`src/rtl/tmr_pkg.sv`:
```
package tmr_pkg;

  typedef enum logic [2:0] {
    MODE_TC_IRQ    = 3'd0,
    MODE_ONESHOT   = 3'd1,
    MODE_RATE      = 3'd2,
    MODE_SQUARE    = 3'd3,
    MODE_SW_STROBE = 3'd4,
    MODE_HW_STROBE = 3'd5
  } tmrMode_e;

  // control -> datapath strobes
  typedef struct packed {
    logic load;
    logic dec;
  } cntStrobe_t;

  function automatic tmrMode_e normMode(input logic [2:0] sel);
    case (sel)
      3'd6:    return MODE_RATE;
      3'd7:    return MODE_SQUARE;
      default: return tmrMode_e'(sel);
    endcase
  endfunction

endpackage

```
`src/rtl/tmr_datapath.sv`:
```
module tmr_datapath #(
  parameter int CNT_W = 16
) (
  input  logic                clk,
  input  logic                rstN,
  input  tmr_pkg::cntStrobe_t strobe,
  input  logic [CNT_W-1:0]    loadVal,
  output logic [CNT_W-1:0]    cnt,
  output logic                cntIsOne,
  output logic                cntIsTwo
);

  always_ff @(posedge clk) begin
    if (!rstN) begin
      cnt <= '0;
    end else if (strobe.load) begin
      cnt <= loadVal;
    end else if (strobe.dec) begin
      cnt <= cnt - 1'b1;
    end
  end

  assign cntIsOne = (cnt == CNT_W'(1));
  assign cntIsTwo = (cnt == CNT_W'(2));

endmodule

```
`src/rtl/tmr_ctrl.sv`:
```
module tmr_ctrl
  import tmr_pkg::*;
#(
  parameter int CNT_W = 16
) (
  input  logic             clk,
  input  logic             rstN,
  input  logic             modeWr,
  input  logic [2:0]       modeSel,
  input  logic             countWr,
  input  logic [CNT_W-1:0] countIn,
  input  logic             gate,
  input  logic [CNT_W-1:0] cnt,
  input  logic             cntIsOne,
  input  logic             cntIsTwo,
  output cntStrobe_t       strobe,
  output logic [CNT_W-1:0] loadVal,
  output logic             outLvl,
  output logic             nullCount
);

  localparam int EXT_W = CNT_W + 1;

  tmrMode_e         modeQ;
  logic [CNT_W-1:0] crQ;
  logic [EXT_W-1:0] periodQ;
  logic             crValid, pending, running, done, outQ, nullQ, gatePrev;

  logic             rise, load, dec, tc, outN;
  logic [CNT_W-1:0] cntDec;
  logic [EXT_W-1:0] nextExt;

  assign rise    = gate & ~gatePrev;
  assign cntDec  = cnt - 1'b1;
  assign nextExt = {1'b0, cntDec};

  // load / decrement decisions
  always_comb begin
    load = 1'b0;
    dec  = 1'b0;
    case (modeQ)
      MODE_TC_IRQ, MODE_SW_STROBE: begin
        load = pending;
        dec  = running & gate & ~pending;
      end
      MODE_ONESHOT, MODE_HW_STROBE: begin
        load = rise & crValid;
        dec  = running & ~load;
      end
      MODE_RATE, MODE_SQUARE: begin
        load = pending | (crValid & rise) | (running & gate & cntIsOne);
        dec  = running & gate & ~load;
      end
      default: begin
        load = 1'b0;
        dec  = 1'b0;
      end
    endcase
  end

  assign tc = dec & cntIsOne;

  // output waveform per mode
  always_comb begin
    outN = outQ;
    case (modeQ)
      MODE_TC_IRQ: begin
        if (tc) outN = 1'b1;
      end
      MODE_ONESHOT: begin
        if (load)    outN = 1'b0;
        else if (tc) outN = 1'b1;
      end
      MODE_RATE: begin
        if (!gate)                outN = 1'b1;
        else if (load)            outN = 1'b1;
        else if (dec && cntIsTwo) outN = 1'b0;
      end
      MODE_SQUARE: begin
        if (!gate)     outN = 1'b1;
        else if (load) outN = 1'b1;
        else if (dec)  outN = (nextExt > (periodQ >> 1));
      end
      MODE_SW_STROBE, MODE_HW_STROBE: begin
        outN = ~(tc & ~done);
      end
      default: outN = outQ;
    endcase
  end

  always_ff @(posedge clk) begin
    if (!rstN) begin
      modeQ    <= MODE_TC_IRQ;
      crQ      <= '0;
      periodQ  <= '0;
      crValid  <= 1'b0;
      pending  <= 1'b0;
      running  <= 1'b0;
      done     <= 1'b0;
      outQ     <= 1'b0;
      nullQ    <= 1'b1;
      gatePrev <= 1'b0;
    end else begin
      gatePrev <= gate;
      if (modeWr) begin
        modeQ   <= normMode(modeSel);
        outQ    <= (normMode(modeSel) != MODE_TC_IRQ);
        crValid <= 1'b0;
        pending <= 1'b0;
        running <= 1'b0;
        done    <= 1'b0;
        nullQ   <= 1'b1;
      end else begin
        outQ <= outN;
        if (load) begin
          running <= 1'b1;
          pending <= 1'b0;
          done    <= 1'b0;
          periodQ <= {crQ == '0, crQ};
          nullQ   <= 1'b0;
        end
        if (tc) done <= 1'b1;
        if (countWr) begin
          crQ     <= countIn;
          crValid <= 1'b1;
          nullQ   <= 1'b1;
          if (modeQ == MODE_TC_IRQ) outQ <= 1'b0;
          if (modeQ == MODE_TC_IRQ || modeQ == MODE_SW_STROBE ||
              ((modeQ == MODE_RATE || modeQ == MODE_SQUARE) && !running))
            pending <= 1'b1;
        end
      end
    end
  end

  assign strobe.load = load;
  assign strobe.dec  = dec;
  assign loadVal     = crQ;
  assign outLvl      = outQ;
  assign nullCount   = nullQ;

  // ---------------- assertions ----------------
  assert_null_clear_R3: assert property (@(posedge clk) disable iff (!rstN)
    (load && !countWr && !modeWr) |=> !nullQ);

  assert_tc_hold_R4: assert property (@(posedge clk) disable iff (!rstN)
    (modeQ == MODE_TC_IRQ && outQ && !modeWr && !countWr) |=> outQ);

  assert_gate_pause_R5: assert property (@(posedge clk) disable iff (!rstN)
    (modeQ == MODE_TC_IRQ && !gate && !pending && !modeWr) |=> $stable(cnt));

  assert_oneshot_write_R7: assert property (@(posedge clk) disable iff (!rstN)
    (modeQ == MODE_ONESHOT && countWr && !load && !tc && !modeWr) |=> (outQ == $past(outQ)));

  assert_rate_pulse_R8: assert property (@(posedge clk) disable iff (!rstN)
    (modeQ == MODE_RATE && !outQ && !modeWr) |=> outQ);

  // covers R11 as well (mode 5 shares the strobe shape)
  assert_strobe_pulse_R10: assert property (@(posedge clk) disable iff (!rstN)
    ((modeQ == MODE_SW_STROBE || modeQ == MODE_HW_STROBE) && !outQ && !modeWr) |=> outQ);

  assert_gate_high_R13: assert property (@(posedge clk) disable iff (!rstN)
    ((modeQ == MODE_RATE || modeQ == MODE_SQUARE) && !gate && !modeWr) |=> outQ);

endmodule

```
`src/rtl/tmr_channel.sv`:
```
module tmr_channel #(
  parameter int CNT_W = 16
) (
  input  logic             clk,
  input  logic             rstN,
  input  logic             modeWr,
  input  logic [2:0]       modeSel,
  input  logic             countWr,
  input  logic [CNT_W-1:0] countIn,
  input  logic             gate,
  output logic             outLvl,
  output logic [CNT_W-1:0] curCount,
  output logic             nullCount
);

  tmr_pkg::cntStrobe_t strobe;
  logic [CNT_W-1:0]    loadVal;
  logic                cntIsOne, cntIsTwo;

  tmr_ctrl #(.CNT_W(CNT_W)) uCtrl (
    .clk      (clk),
    .rstN     (rstN),
    .modeWr   (modeWr),
    .modeSel  (modeSel),
    .countWr  (countWr),
    .countIn  (countIn),
    .gate     (gate),
    .cnt      (curCount),
    .cntIsOne (cntIsOne),
    .cntIsTwo (cntIsTwo),
    .strobe   (strobe),
    .loadVal  (loadVal),
    .outLvl   (outLvl),
    .nullCount(nullCount)
  );

  tmr_datapath #(.CNT_W(CNT_W)) uData (
    .clk     (clk),
    .rstN    (rstN),
    .strobe  (strobe),
    .loadVal (loadVal),
    .cnt     (curCount),
    .cntIsOne(cntIsOne),
    .cntIsTwo(cntIsTwo)
  );

endmodule

```
`config.mk`:
```
export PLATFORM = sky130hd
export DESIGN_NAME = tmr_channel
export DESIGN_NICKNAME = d
export VERILOG_FILES = /design/src/rtl/tmr_pkg.sv /design/src/rtl/tmr_datapath.sv /design/src/rtl/tmr_ctrl.sv /design/src/rtl/tmr_channel.sv
export SDC_FILE = /design/constraint.sdc
export NUM_CORES = 1
export LEC_CHECK = 0
export CAP_MARGIN = 10
export CORE_MARGIN = 3
export CORE_UTILIZATION = 56
export DETAILED_ROUTE_END_ITERATION = 8
export GPL_ROUTABILITY_DRIVEN = 0
export PLACE_DENSITY = 0.8
export SLEW_MARGIN = 40
export SYNTH_ARGS = -nofsm -noshare
export SYNTH_HDL_FRONTEND = slang
export SYNTH_HIERARCHICAL = 1
export SYNTH_SLANG_ARGS = --single-unit
```
`constraint.sdc`:
```
create_clock -name clk -period 3 [get_ports clk]
set_input_delay 0.6 -clock clk [delete_from_list [all_inputs] [get_ports clk]]
set_output_delay 0.6 -clock clk [all_outputs]
set_load 0.02 [all_outputs]
```
==> impl_metrics.prom, run 1 <==
# TYPE chip_impl_metric gauge
chip_impl_info{name="status",value="complete, no violations"} 1
chip_impl_metric{name="timing_hold_violations_final",unit=""} 0
chip_impl_metric{name="firstDrtPassIters",unit=""} 5
chip_impl_metric{name="finalWirelength",unit="mm"} 8.434
chip_impl_metric{name="postSynthRegisterBits",unit=""} 58
chip_impl_metric{name="timing.critical_path.buf_inv",unit=""} 0
chip_impl_metric{name="start_util",unit=""} 0.5953
chip_impl_metric{name="arithmetic_cell_share_of_the_synthesized_area_counting_full_adders_half_adders_and_majority_gates",unit=""} 0.07452
chip_impl_metric{name="setup_skew",unit="ns"} 0.007836
chip_impl_metric{name="drv_cap",unit=""} 0
chip_impl_metric{name="globalRoute.totalOverflow",unit=""} 0
chip_impl_metric{name="worst_hold_path.num_cells",unit=""} 2
chip_impl_info{name="worst_hold_startpoint",value="uCtrl/periodQ[5]"} 1
chip_impl_metric{name="cts_max_path_buffers",unit=""} 2
chip_impl_metric{name="worst-r2r-cell-count",unit=""} 12
chip_impl_metric{name="grt_start_max_net_pins",unit=""} 39
chip_impl_info{name="worstSetupStartpointType",value="flop"} 1
chip_impl_metric{name="synth-compound-area-share",unit=""} 0.1833
chip_impl_metric{name="syn_area",unit="um2"} 3358
chip_impl_metric{name="fill_cells",unit=""} 431
chip_impl_info{name="tritoncts_clock_tree",value="done"} 1
chip_impl_metric{name="cts.sink_count",unit=""} 58
chip_impl_metric{name="detailed_route_via_count",unit=""} 3187
chip_impl_metric{name="dp.final_hpwl",unit="mm"} 6.131
chip_impl_metric{name="max_slew.worst_pin.slew",unit="ns"} 0.5391
chip_impl_metric{name="power_switching_share",unit=""} 0.3225
chip_impl_metric{name="first_global_vias",unit=""} 2925
chip_impl_metric{name="placement_rows",unit=""} 27
chip_impl_info{name="path_delay_family",value="simple AND/OR/NAND/NOR gates"} 1
chip_impl_metric{name="insertedDiodeCount",unit=""} 0
chip_impl_info{name="worstHoldPathType",value="reg2reg"} 1
chip_impl_metric{name="register_area_share_after_synthesis",unit=""} 0.3458
chip_impl_metric{name="p_clk_frac",unit=""} 0.310
chip_impl_metric{name="ir_worst_vdd",unit="mV"} 0.3417
chip_impl_metric{name="post-route-cell-area",unit="um2"} 4145
chip_impl_info{name="worst-setup-path-type",value="reg2reg"} 1
chip_impl_metric{name="postSynth.asyncResetShare",unit=""} 0
chip_impl_metric{name="post_route_cells_drive_above_1_share",unit=""} 0.1167
chip_impl_metric{name="relSlewSlack",unit=""} 0.6406
chip_impl_metric{name="internal_power_summed_over_all_cells",unit="W"} 0.001499
chip_impl_metric{name="wl_per_cell",unit="um"} 15.28
chip_impl_metric{name="chipHeight",unit="um"} 83.44
chip_impl_metric{name="synth_xor_xnor_area_share",unit=""} 0.06259
chip_impl_metric{name="drt-initial-drc-count",unit=""} 296
chip_impl_info{name="crit_chain",value="or4_4 -> nor2_4 -> nand3_4 -> nor4_4 -> xor2_1 -> ha_1 -> a21oi_1 -> nand2_1 -> a221o_1 -> a211o_1 -> nand3_1 -> a31oi_1"} 1
chip_impl_metric{name="comb_power_share",unit=""} 0.307
chip_impl_metric{name="syn_area_per_cell",unit="um2"} 7.996
chip_impl_metric{name="synthesis.yosys.warnings",unit=""} 6
chip_impl_info{name="min_to",value="uCtrl/periodQ[5]"} 1
chip_impl_metric{name="timing.final.setup_violations",unit=""} 0
chip_impl_metric{name="numPortBuffers",unit=""} 41
chip_impl_metric{name="synth_simple_gate_area_frac",unit=""} 0.2679
chip_impl_info{name="cts_root_buf",value="clkbuf_8"} 1
chip_impl_metric{name="edff_count_synth",unit=""} 0
chip_impl_metric{name="layout_worst_path_cycle_share",unit=""} 0.9784
chip_impl_info{name="synth_top_flop_cell",value="dfxtp_1"} 1
chip_impl_metric{name="syn_to_final_growth",unit="%"} 23.44
chip_impl_metric{name="switchingPower",unit="W"} 0.0007136
chip_impl_metric{name="detail-route-antenna-nets",unit=""} 0
chip_impl_metric{name="num-nets-final",unit=""} 519
chip_impl_metric{name="register_share_of_total_power",unit=""} 0.383
chip_impl_metric{name="netlist_instances",unit=""} 420
chip_impl_info{name="ys_top_cells_by_count",value="nand2_1 (69), dfxtp_1 (58), o21ai_0 (34)"} 1
chip_impl_metric{name="detail_route.drc_violations",unit=""} 0
chip_impl_metric{name="cts.reportedPaths.clkPinSlew",unit="ns"} 0.06
chip_impl_metric{name="synth.area.mux_share",unit=""} 0.005961
chip_impl_metric{name="final-max-slew-violation-count",unit=""} 0
chip_impl_metric{name="post_drt_via_cell_ratio",unit=""} 5.774
chip_impl_metric{name="fp.dieArea",unit="um2"} 6962
chip_impl_info{name="grt_setup_unrepaired",value="true"} 1
chip_impl_metric{name="post-route-util",unit=""} 0.7348
chip_impl_metric{name="min_tclk_post_route",unit="ns"} 2.935
chip_impl_metric{name="synth_fp_nets",unit=""} 464
chip_impl_info{name="endpoint_kind",value="flop"} 1
chip_impl_metric{name="critPathRequiredTime",unit="ns"} 3.22
chip_impl_info{name="synth.most_common_cell",value="nand2_1"} 1
chip_impl_metric{name="core-area",unit="um2"} 5642
chip_impl_metric{name="number_of_antenna_violations_at_the_first_check_in_global_routing",unit=""} 0
chip_impl_metric{name="numCtsBuffers",unit=""} 9
chip_impl_metric{name="critical_path.max_stage_delay",unit="ns"} 0.57
chip_impl_metric{name="r2r_setup_slack",unit="ns"} 0.06
chip_impl_info{name="synth_top_area_cell",value="dfxtp_1"} 1
chip_impl_metric{name="htreeDepth",unit=""} 3
chip_impl_info{name="critPathSlowestCell",value="or4_4"} 1
chip_impl_metric{name="critPathArrivalTime",unit="ns"} 3.15
chip_impl_metric{name="worst_skew_pair.late_latency",unit="ns"} 0.33
chip_impl_metric{name="grt_first_pass_wirelength",unit="mm"} 14.01
chip_impl_info{name="worstReg2RegEnd",value="uCtrl/outLvl"} 1
chip_impl_metric{name="powerDensity",unit="nW/um2"} 533.7
chip_impl_info{name="synthTopCellsByArea",value="dfxtp_1 (35%), nand2_1 (7.7%), ha_1 (7.5%)"} 1
chip_impl_metric{name="ys_types",unit=""} 56
chip_impl_metric{name="yosysTopAreaCellShare",unit=""} 0.3458
chip_impl_metric{name="track_usage",unit=""} 0.2458
chip_impl_metric{name="cellLeakagePower",unit="nW"} 1.567
chip_impl_metric{name="path_max_fanout",unit=""} 4
chip_impl_metric{name="max_freq",unit="GHz"} 0.3407
chip_impl_info{name="reg2reg_from",value="uData/cnt[5]"} 1
chip_impl_metric{name="placed_area",unit="um2"} 3939
chip_impl_info{name="synth_top_family_by_area",value="simple AND/OR/NAND/NOR gates"} 1
chip_impl_metric{name="floorplan.die.width",unit="um"} 83.44
chip_impl_metric{name="ioPinCount",unit=""} 42
## area by class of cell
class | count | area [um2] | area share
inverters | 29 | 108.9 | 0.02626
flip-flops and latches | 58 | 1161 | 0.2801
clock inverters | 5 | 55.05 | 0.01328
repair buffers | 63 | 583.1 | 0.1407
well taps | 72 | 90.09 | 0.02173
clock buffers | 11 | 131.4 | 0.03169
multi-input cells | 314 | 2016 | 0.4863
## worst reg2reg max path, stage by stage, from the launching register on
cell,delay [ns]
dfxtp_1,0.33
or4_4,0.57
nor2_4,0.16
nand3_4,0.11
nor4_4,0.17
xor2_1,0.19
ha_1,0.28
a21oi_1,0.16
nand2_1,0.07
a221o_1,0.36
a211o_1,0.29
nand3_1,0.09
a31oi_1,0.07
## metal layers
metal | track usage | routed length (um) | share of wire | vias to the layer above
met2 | 0.3754 | 3760 | 0.45 | 133
met1 | 0.3449 | 3962 | 0.47 | 1468
met5 | 0 | 0 | 0 | -
met3 | 0.05159 | 587 | 0.070 | 13
met4 | 0.08187 | 124 | 0.015 | 0
li1 | - | - | - | 1573
## power by group through the flow
stage / Sequential, W / Combinational, W / Clock (W)
finish: 0.000848 / 0.000679 / 0.000686
global route: 0.000852 / 0.000750 / 0.000740
CTS: 0.000845 / 0.000663 / 0.000697
detailed placement: 0.000862 / 0.000654 / 0
global placement: 0.000860 / 0.000632 / 0
floorplan: 0.000888 / 0.000412 / 0
## cell usage in the layout (no fill, tap or decap), drive strengths merged, types with 7 or more instances in the layout
| cell | netlist | layout |
|---|---|---|
| clkdlybuf4s50 | 0 | 40 |
| xor2 | 13 | 13 |
| inv | 29 | 29 |
| nand4 | 7 | 7 |
| nand2 | 69 | 69 |
| o21ai | 39 | 39 |
| a21boi | 16 | 16 |
| xnor2 | 11 | 11 |
| a21oi | 21 | 21 |
| clkbuf | 12 | 11 |
| nand3 | 22 | 22 |
| nor4 | 12 | 12 |
| dfxtp | 58 | 58 |
| ha | 20 | 20 |
| buf | 7 | 23 |
| nor2 | 26 | 26 |
## flip-flops by register name, indices dropped and copies added, names as in the netlist
register,flops
uCtrl/crValid,1
uCtrl/done,1
uCtrl/pending,1
uCtrl/periodQ,16
uCtrl/outLvl,1
uCtrl/loadVal,16
uData/cnt,16
uCtrl/modeQ,3
uCtrl/gatePrev,1
uCtrl/running,1
uCtrl/nullCount,1
## cell families after synthesis
logic type,Yosys count
adder cells (fa/ha/maj),20
buffers and inverters,48
XOR/XNOR,24
multiplexers,2
flip-flops,58
AND/OR/NAND/NOR,170
AO/OA/AOI/OAI,98
## worst max path at each step
stage | start | endpoint | depth (start not counted)
4_1_cts | uData/cnt[5] | uCtrl/outLvl | 11
5_1_grt | uData/cnt[5] | uCtrl/outLvl | 12
3_3_place_gp | uData/cnt[5] | uCtrl/outLvl | 12
6_report | uData/cnt[5] | uCtrl/outLvl | 12
3_5_place_dp | uData/cnt[5] | uCtrl/outLvl | 12
2_1_floorplan | uData/cnt[5] | uCtrl/outLvl | 12
## per-stage QoR
| stage | worst slack, ns | hold WS [ns] | cells | setup TNS, ns | total power, W |
|---|---|---|---|---|---|
| after detailed placement | 0.1388 | 0.4484 | 536 | 0 | 0.001516 |
| after global routing | -0.03113 | 0.4811 | 552 | -0.03113 | 0.002342 |
| after CTS | 0.06379 | 0.4590 | 552 | 0 | 0.002206 |
| after global placement | 0.2270 | 0.4373 | 536 | 0 | 0.001492 |
| final | 0.06480 | 0.4576 | 552 | 0 | 0.002212 |
| after floorplan | 0.1423 | 0.4284 | 420 | 0 | 0.001300 |
## repair_timing
action	4_1_cts	5_1_grt
hold buffers	0	0
setup buffers	0	0
gates resized for setup	0	3
endpoints found under the setup margin	0	2
Note: power is estimated with default switching activity, not from simulation.
==> inputs of run 2 (changes only) <==
--- a/config.mk
+++ b/config.mk
@@ -7,10 +7,12 @@
 export LEC_CHECK = 0
 export CAP_MARGIN = 10
 export CORE_MARGIN = 3
-export CORE_UTILIZATION = 56
+export CORE_UTILIZATION = 58
+export CTS_BUF_LIST = sky130_fd_sc_hd__clkbuf_2
 export DETAILED_ROUTE_END_ITERATION = 8
 export GPL_ROUTABILITY_DRIVEN = 0
-export PLACE_DENSITY = 0.8
+export PLACE_DENSITY = 0.83
+export RECOVER_POWER = 25
 export SLEW_MARGIN = 40
 export SYNTH_ARGS = -nofsm -noshare
 export SYNTH_HDL_FRONTEND = slang
==> impl_metrics.prom, run 2 (synthesized netlist as in run 1, its figures left out) <==
# TYPE chip_impl_metric gauge
chip_impl_info{name="status",value="complete, no violations"} 1
chip_impl_metric{name="cts.reportedPaths.clkPinSlew",unit="ns"} 0.18
chip_impl_metric{name="fp.dieArea",unit="um2"} 6739
chip_impl_metric{name="r2r_setup_slack",unit="ns"} 0.07
chip_impl_metric{name="wl_per_cell",unit="um"} 15.14
chip_impl_metric{name="layout_worst_path_cycle_share",unit=""} 0.9754
chip_impl_metric{name="comb_power_share",unit=""} 0.307
chip_impl_metric{name="cts_max_path_buffers",unit=""} 2
chip_impl_metric{name="multi_input_comb_area",unit="um2"} 2021
chip_impl_metric{name="power_switching_share",unit=""} 0.3254
chip_impl_metric{name="first_global_vias",unit=""} 2856
chip_impl_metric{name="insertedDiodeCount",unit=""} 0
chip_impl_metric{name="start_util",unit=""} 0.6061
chip_impl_metric{name="powerDensity",unit="nW/um2"} 529.6
chip_impl_info{name="cts_root_buf",value="clkbuf_2"} 1
chip_impl_metric{name="worst-r2r-cell-count",unit=""} 12
chip_impl_metric{name="dp.final_hpwl",unit="mm"} 6.093
chip_impl_metric{name="sequential_cell_area",unit="um2"} 1164
chip_impl_metric{name="max_freq",unit="GHz"} 0.3417
chip_impl_metric{name="cellLeakagePower",unit="nW"} 1.557
chip_impl_metric{name="finalWirelength",unit="mm"} 8.341
chip_impl_metric{name="syn_to_final_growth",unit="%"} 22.24
chip_impl_info{name="worst_hold_startpoint",value="uCtrl/periodQ[4]"} 1
chip_impl_metric{name="fin_tns_setup",unit="ns"} 0
chip_impl_metric{name="numCtsBuffers",unit=""} 9
chip_impl_metric{name="ir_worst_vdd",unit="mV"} 0.3421
chip_impl_metric{name="preCtsSetupSlack",unit="ns"} 0.1877
chip_impl_metric{name="globalRoute.totalOverflow",unit=""} 0
chip_impl_metric{name="post-route-cell-area",unit="um2"} 4105
chip_impl_metric{name="htreeDepth",unit=""} 3
chip_impl_info{name="tritoncts_clock_tree",value="done"} 1
chip_impl_metric{name="post_route_cells_drive_above_1_share",unit=""} 0.1232
chip_impl_metric{name="grt_first_pass_wirelength",unit="mm"} 13.33
chip_impl_metric{name="cts.sink_count",unit=""} 58
chip_impl_metric{name="post_drt_via_cell_ratio",unit=""} 5.846
chip_impl_info{name="worstReg2RegEnd",value="uCtrl/outLvl"} 1
chip_impl_metric{name="critPathRequiredTime",unit="ns"} 3.41
chip_impl_metric{name="critPathArrivalTime",unit="ns"} 3.34
chip_impl_metric{name="drv_cap",unit=""} 0
chip_impl_metric{name="numPortBuffers",unit=""} 41
chip_impl_metric{name="detail-route-antenna-nets",unit=""} 0
chip_impl_metric{name="register_share_of_total_power",unit=""} 0.392
chip_impl_metric{name="chipHeight",unit="um"} 82.09
chip_impl_metric{name="ioPinCount",unit=""} 42
chip_impl_metric{name="detail_route.drc_violations",unit=""} 0
chip_impl_metric{name="timing_hold_violations_final",unit=""} 0
chip_impl_metric{name="switchingPower",unit="W"} 0.0007075
chip_impl_metric{name="detailed_route_via_count",unit=""} 3221
chip_impl_metric{name="path_max_fanout",unit=""} 4
chip_impl_info{name="min_to",value="uCtrl/periodQ[4]"} 1
chip_impl_metric{name="placement_rows",unit=""} 27
chip_impl_metric{name="core-area",unit="um2"} 5540
chip_impl_info{name="most_frequent_cells_in_the_layout",value="nand2_1 (69), dfxtp_1 (56), clkdlybuf4s50_1 (38)"} 1
chip_impl_metric{name="layout_setup_ws",unit="ns"} 0.07386
chip_impl_metric{name="track_usage",unit=""} 0.2614
chip_impl_info{name="reg2reg_from",value="uData/cnt[3]"} 1
chip_impl_info{name="worstSetupStartpointType",value="flop"} 1
chip_impl_metric{name="setup_skew",unit="ns"} 0.02813
chip_impl_metric{name="relSlewSlack",unit=""} 0.6666
chip_impl_metric{name="num-nets-final",unit=""} 519
chip_impl_metric{name="floorplan.die.width",unit="um"} 82.09
chip_impl_metric{name="max_slew.worst_pin.slew",unit="ns"} 0.4989
chip_impl_info{name="worst-setup-path-type",value="reg2reg"} 1
chip_impl_metric{name="number_of_antenna_violations_at_the_first_check_in_global_routing",unit=""} 0
chip_impl_metric{name="total_power",unit="W"} 0.002174
chip_impl_metric{name="firstDrtPassIters",unit=""} 6
chip_impl_metric{name="fill_cells",unit=""} 441
chip_impl_metric{name="internal_power_summed_over_all_cells",unit="W"} 0.001467
chip_impl_info{name="layout.cells.most_common",value="nand2_1"} 1
chip_impl_info{name="worstHoldPathType",value="reg2reg"} 1
chip_impl_metric{name="final-max-slew-violation-count",unit=""} 0
chip_impl_metric{name="worst_hold_path.num_cells",unit=""} 2
chip_impl_metric{name="placed_area",unit="um2"} 3926
chip_impl_metric{name="timing.final.setup_violations",unit=""} 0
chip_impl_metric{name="min_tclk_post_route",unit="ns"} 2.926
chip_impl_metric{name="p_clk_frac",unit=""} 0.301
chip_impl_metric{name="drt-initial-drc-count",unit=""} 281
chip_impl_metric{name="grt_start_max_net_pins",unit=""} 33
chip_impl_metric{name="worst_skew_pair.late_latency",unit="ns"} 0.52
chip_impl_info{name="endpoint_kind",value="flop"} 1
## run 2: cell count changes in the layout (fill, tap and decap cells not counted), moves of 2 or more
cell             before  now
bufinv_16             1    3
clkbuf_1              2    0
clkbuf_2              0    9
clkbuf_8              9    0
clkdlybuf4s50_1      40   38
dfxtp_1              58   56
dfxtp_2               0    2
dlygate4sd3_1         0    2
## run 2: power groups by stage
stage	Combinational [W]	Sequential [W]	Clock (W)
finish	0.000668	0.000852	0.000655
global placement	0.000624	0.000864	0
CTS	0.000650	0.000849	0.000659
global route	0.000732	0.000857	0.000696
detailed placement	0.000644	0.000865	0
floorplan	0.000412	0.000888	0
## run 2: layout make-up
| type | count | share of cell area |
|---|---|---|
| multi-input combinational | 314 | 0.4922 |
| sequential | 58 | 0.2835 |
| timing repair buffer | 63 | 0.1390 |
| inverter | 29 | 0.02652 |
| clock inverter | 6 | 0.02591 |
| tap | 72 | 0.02194 |
| clock buffer | 9 | 0.01097 |
## run 2: metrics by stage
stage,utilization,hold WS [ns],std cells
2_1_floorplan,-,0.4284,420
3_3_place_gp,0.7087,0.4383,536
3_5_place_dp,0.7087,0.4450,536
4_1_cts,0.7360,0.4660,551
5_1_grt,0.7410,0.4888,551
6_report,0.7410,0.4694,551
## run 2: layer usage
metal | vias up | share of wire | global-route usage
li1 | 1574 | - | -
met5 | - | 0 | 0
met1 | 1461 | 0.45 | 0.3571
met3 | 22 | 0.082 | 0.04664
met2 | 164 | 0.45 | 0.4087
met4 | 0 | 0.020 | 0.1030
## run 2: worst max-delay path by stage
stage | to | slack, ns | start | depth (start not counted)
after CTS | uCtrl/outLvl | 0.14 | uData/cnt[3] | 11
after global routing | uCtrl/outLvl | -0.0005 | uData/cnt[4] | 12
after floorplan | uCtrl/outLvl | 0.14 | uData/cnt[5] | 12
after detailed placement | uCtrl/outLvl | 0.19 | uData/cnt[5] | 12
after global placement | uCtrl/outLvl | 0.24 | uData/cnt[5] | 12
final | uCtrl/outLvl | 0.07 | uData/cnt[3] | 12
## run 2: critical path: stages (launching register included)
cell     delay, ns
dfxtp_1       0.35
or4_4         0.54
nor2_4        0.18
nand3_4       0.11
nor4_4        0.25
xor2_1        0.18
ha_1          0.27
a21oi_1       0.14
nand2_1       0.07
a221o_1       0.31
a211o_1       0.24
nand3_2       0.08
a31oi_1       0.09
## run 2: repair_timing
item,CTS,global route
resized for setup,0,6
hold buffers,0,0
buffers inserted,0,0
setup endpoints to repair,0,11
==> inputs of run 3 (changes only) <==
--- a/config.mk
+++ b/config.mk
@@ -7,11 +7,12 @@
 export LEC_CHECK = 0
 export CAP_MARGIN = 10
 export CORE_MARGIN = 3
-export CORE_UTILIZATION = 58
+export CORE_UTILIZATION = 50
 export CTS_BUF_LIST = sky130_fd_sc_hd__clkbuf_2
+export CTS_CLUSTER_SIZE = 24
 export DETAILED_ROUTE_END_ITERATION = 8
 export GPL_ROUTABILITY_DRIVEN = 0
-export PLACE_DENSITY = 0.83
+export PLACE_DENSITY = 0.73
 export RECOVER_POWER = 25
 export SLEW_MARGIN = 40
 export SYNTH_ARGS = -nofsm -noshare
==> impl_metrics.prom, run 3 (synthesized netlist as in run 1, its figures left out) <==
# TYPE chip_impl_metric gauge
chip_impl_metric{name="relSlewSlack",unit=""} 0.6653
chip_impl_metric{name="detail-route-antenna-nets",unit=""} 0
chip_impl_metric{name="worst-r2r-cell-count",unit=""} 12
chip_impl_metric{name="numCtsBuffers",unit=""} 9
chip_impl_metric{name="fin_tns_setup",unit="ns"} 0
chip_impl_metric{name="grt_start_max_net_pins",unit=""} 62
chip_impl_info{name="tritoncts_clock_tree",value="done"} 1
chip_impl_metric{name="timing_hold_violations_final",unit=""} 0
chip_impl_metric{name="grt_first_pass_wirelength",unit="mm"} 13.97
chip_impl_metric{name="insertedDiodeCount",unit=""} 0
chip_impl_info{name="min_to",value="uData/cnt[0]"} 1
chip_impl_metric{name="critPathArrivalTime",unit="ns"} 3.27
chip_impl_metric{name="internal_power_summed_over_all_cells",unit="W"} 0.001236
chip_impl_metric{name="path_max_fanout",unit=""} 4
chip_impl_metric{name="ir_worst_vdd",unit="mV"} 0.2900
chip_impl_info{name="cts_root_buf",value="clkbuf_2"} 1
chip_impl_metric{name="number_of_hold_buffers_added_after_cts",unit=""} 0
chip_impl_metric{name="chipHeight",unit="um"} 87.96
chip_impl_info{name="worst-setup-path-type",value="reg2reg"} 1
chip_impl_metric{name="detailed_route_via_count",unit=""} 3158
chip_impl_metric{name="placed_area",unit="um2"} 3955
chip_impl_metric{name="cts.reportedPaths.clkPinSlew",unit="ns"} 0.19
chip_impl_metric{name="fp.dieArea",unit="um2"} 7736
chip_impl_info{name="worst_hold_startpoint",value="rstN"} 1
chip_impl_metric{name="drv_cap",unit=""} 0
chip_impl_metric{name="syn_to_final_growth",unit="%"} 21.57
chip_impl_metric{name="numPortBuffers",unit=""} 41
chip_impl_metric{name="floorplan.die.width",unit="um"} 87.96
chip_impl_info{name="worstSetupStartpointType",value="flop"} 1
chip_impl_metric{name="final-max-slew-violation-count",unit=""} 0
chip_impl_metric{name="r2r_setup_slack",unit="ns"} 0.13
chip_impl_info{name="status",value="complete, no violations"} 1
chip_impl_metric{name="post_drt_via_cell_ratio",unit=""} 5.629
chip_impl_metric{name="timing.final.setup_violations",unit=""} 0
chip_impl_metric{name="drt-initial-drc-count",unit=""} 280
chip_impl_metric{name="max_freq",unit="GHz"} 0.3481
chip_impl_metric{name="setup_skew",unit="ns"} 0.02224
chip_impl_metric{name="max_slew.worst_pin.slew",unit="ns"} 0.5020
chip_impl_metric{name="post_route_cells_drive_above_1_share",unit=""} 0.1302
chip_impl_metric{name="first_global_vias",unit=""} 2906
chip_impl_metric{name="globalRoute.totalOverflow",unit=""} 0
chip_impl_info{name="reg2reg_from",value="uData/cnt[5]"} 1
chip_impl_info{name="worstHoldPathType",value="in2reg"} 1
chip_impl_metric{name="placement_rows",unit=""} 29
chip_impl_metric{name="finalWirelength",unit="mm"} 8.461
chip_impl_info{name="grt_setup_unrepaired",value="true"} 1
chip_impl_metric{name="start_util",unit=""} 0.5229
chip_impl_metric{name="post-route-cell-area",unit="um2"} 4083
chip_impl_metric{name="fin_hold_ws",unit="ns"} 0.4479
chip_impl_metric{name="cts.sink_count",unit=""} 58
chip_impl_info{name="most_frequent_cells_in_the_layout",value="nand2_1 (69), dfxtp_1 (57), clkdlybuf4s50_1 (38)"} 1
chip_impl_metric{name="worst_skew_pair.late_latency",unit="ns"} 0.49
chip_impl_metric{name="worst_hold_path.num_cells",unit=""} 2
chip_impl_metric{name="p_clk_frac",unit=""} 0.213
chip_impl_info{name="crit_path_start",value="uData/cnt[5]"} 1
chip_impl_metric{name="num-nets-final",unit=""} 523
chip_impl_metric{name="wl_per_cell",unit="um"} 15.08
chip_impl_metric{name="total_power",unit="W"} 0.001952
chip_impl_metric{name="comb_power_share",unit=""} 0.354
chip_impl_metric{name="ioPinCount",unit=""} 42
chip_impl_metric{name="critPathRequiredTime",unit="ns"} 3.39
chip_impl_metric{name="track_usage",unit=""} 0.2344
chip_impl_metric{name="dp.final_hpwl",unit="mm"} 6.294
chip_impl_info{name="worstReg2RegEnd",value="uCtrl/outLvl"} 1
chip_impl_metric{name="detail_route.drc_violations",unit=""} 0
chip_impl_info{name="layout.cells.most_common",value="nand2_1"} 1
chip_impl_metric{name="htreeDepth",unit=""} 3
chip_impl_metric{name="number_of_antenna_violations_at_the_first_check_in_global_routing",unit=""} 0
chip_impl_metric{name="core-area",unit="um2"} 6422
chip_impl_metric{name="powerDensity",unit="nW/um2"} 478.2
chip_impl_metric{name="cellLeakagePower",unit="nW"} 1.552
chip_impl_metric{name="switchingPower",unit="W"} 0.0007163
chip_impl_metric{name="min_tclk_post_route",unit="ns"} 2.872
chip_impl_metric{name="firstDrtPassIters",unit=""} 5
chip_impl_metric{name="layout_worst_path_cycle_share",unit=""} 0.9575
chip_impl_metric{name="register_share_of_total_power",unit=""} 0.433
chip_impl_metric{name="post-route-util",unit=""} 0.6357
chip_impl_metric{name="power_switching_share",unit=""} 0.3669
chip_impl_metric{name="cts_max_path_buffers",unit=""} 2
chip_impl_info{name="endpoint_kind",value="flop"} 1
## run 3: cell count changes in the layout (fill, tap and decap cells not counted), sizes merged
cell      previous run  this run
clkbuf               9        10
clkinvlp             1         2
buf                 23        27
bufinv               3         0
clkinv               2         4
## run 3: worst max-delay path by stage
stage	to	slack [ns]	cells past startpoint
6_report	uCtrl/outLvl	0.13	12
5_1_grt	uCtrl/outLvl	-0.04	12
4_1_cts	uCtrl/outLvl	0.13	12
3_5_place_dp	uCtrl/outLvl	0.15	12
3_3_place_gp	uCtrl/outLvl	0.21	12
2_1_floorplan	uCtrl/outLvl	0.14	12
## run 3: cell type report
cell class	instances	area, um2
Clock buffer	10	50.05
Fill cell	545	2340
Timing Repair Buffer	67	600.6
Sequential cell	58	1165
Clock inverter	6	33.78
Tap cell	77	96.34
Multi-Input combinational cell	314	2028
Inverter	29	108.9
## run 3: critical path, cell delays in order (launching register included)
cell and delay [ns]:
dfxtp_4 0.39, or4_4 0.55, nor2_4 0.15, nand3_4 0.10, nor4_4 0.16, xor2_1 0.19, ha_1 0.29, a21oi_2 0.15
nand2_1 0.06, a221o_1 0.34, a211o_1 0.27, nand3_1 0.08, a31oi_1 0.07
## run 3: stage by stage
stage | setup WS, ns | instances
floorplan | 0.1423 | 420
global placement | 0.2098 | 544
detailed placement | 0.1493 | 544
CTS | 0.1332 | 560
global route | -0.04442 | 561
finish | 0.1276 | 561
## run 3: routing by layer
layer	vias up	global-route usage	share of wire	wire length, um
met5	-	0	0	0
met4	0	0.06555	0.0091	77
met3	12	0.06679	0.061	515
met2	93	0.3390	0.44	3692
met1	1469	0.3393	0.49	4176
li1	1584	-	-	-
## run 3: repair_timing
action                     in CTS  in global routing
gates resized for setup         0                  9
buffers inserted                0                  1
setup endpoints to repair       0                 10
## run 3: power by group through the flow
stage | registers (W) | logic [W] | clock network, W
after CTS | 0.000843 | 0.000663 | 0.000427
after global placement | 0.000857 | 0.000636 | 0
after floorplan | 0.000888 | 0.000412 | 0
after global routing | 0.000852 | 0.000768 | 0.000471
final | 0.000845 | 0.000691 | 0.000416
after detailed placement | 0.000859 | 0.000658 | 0
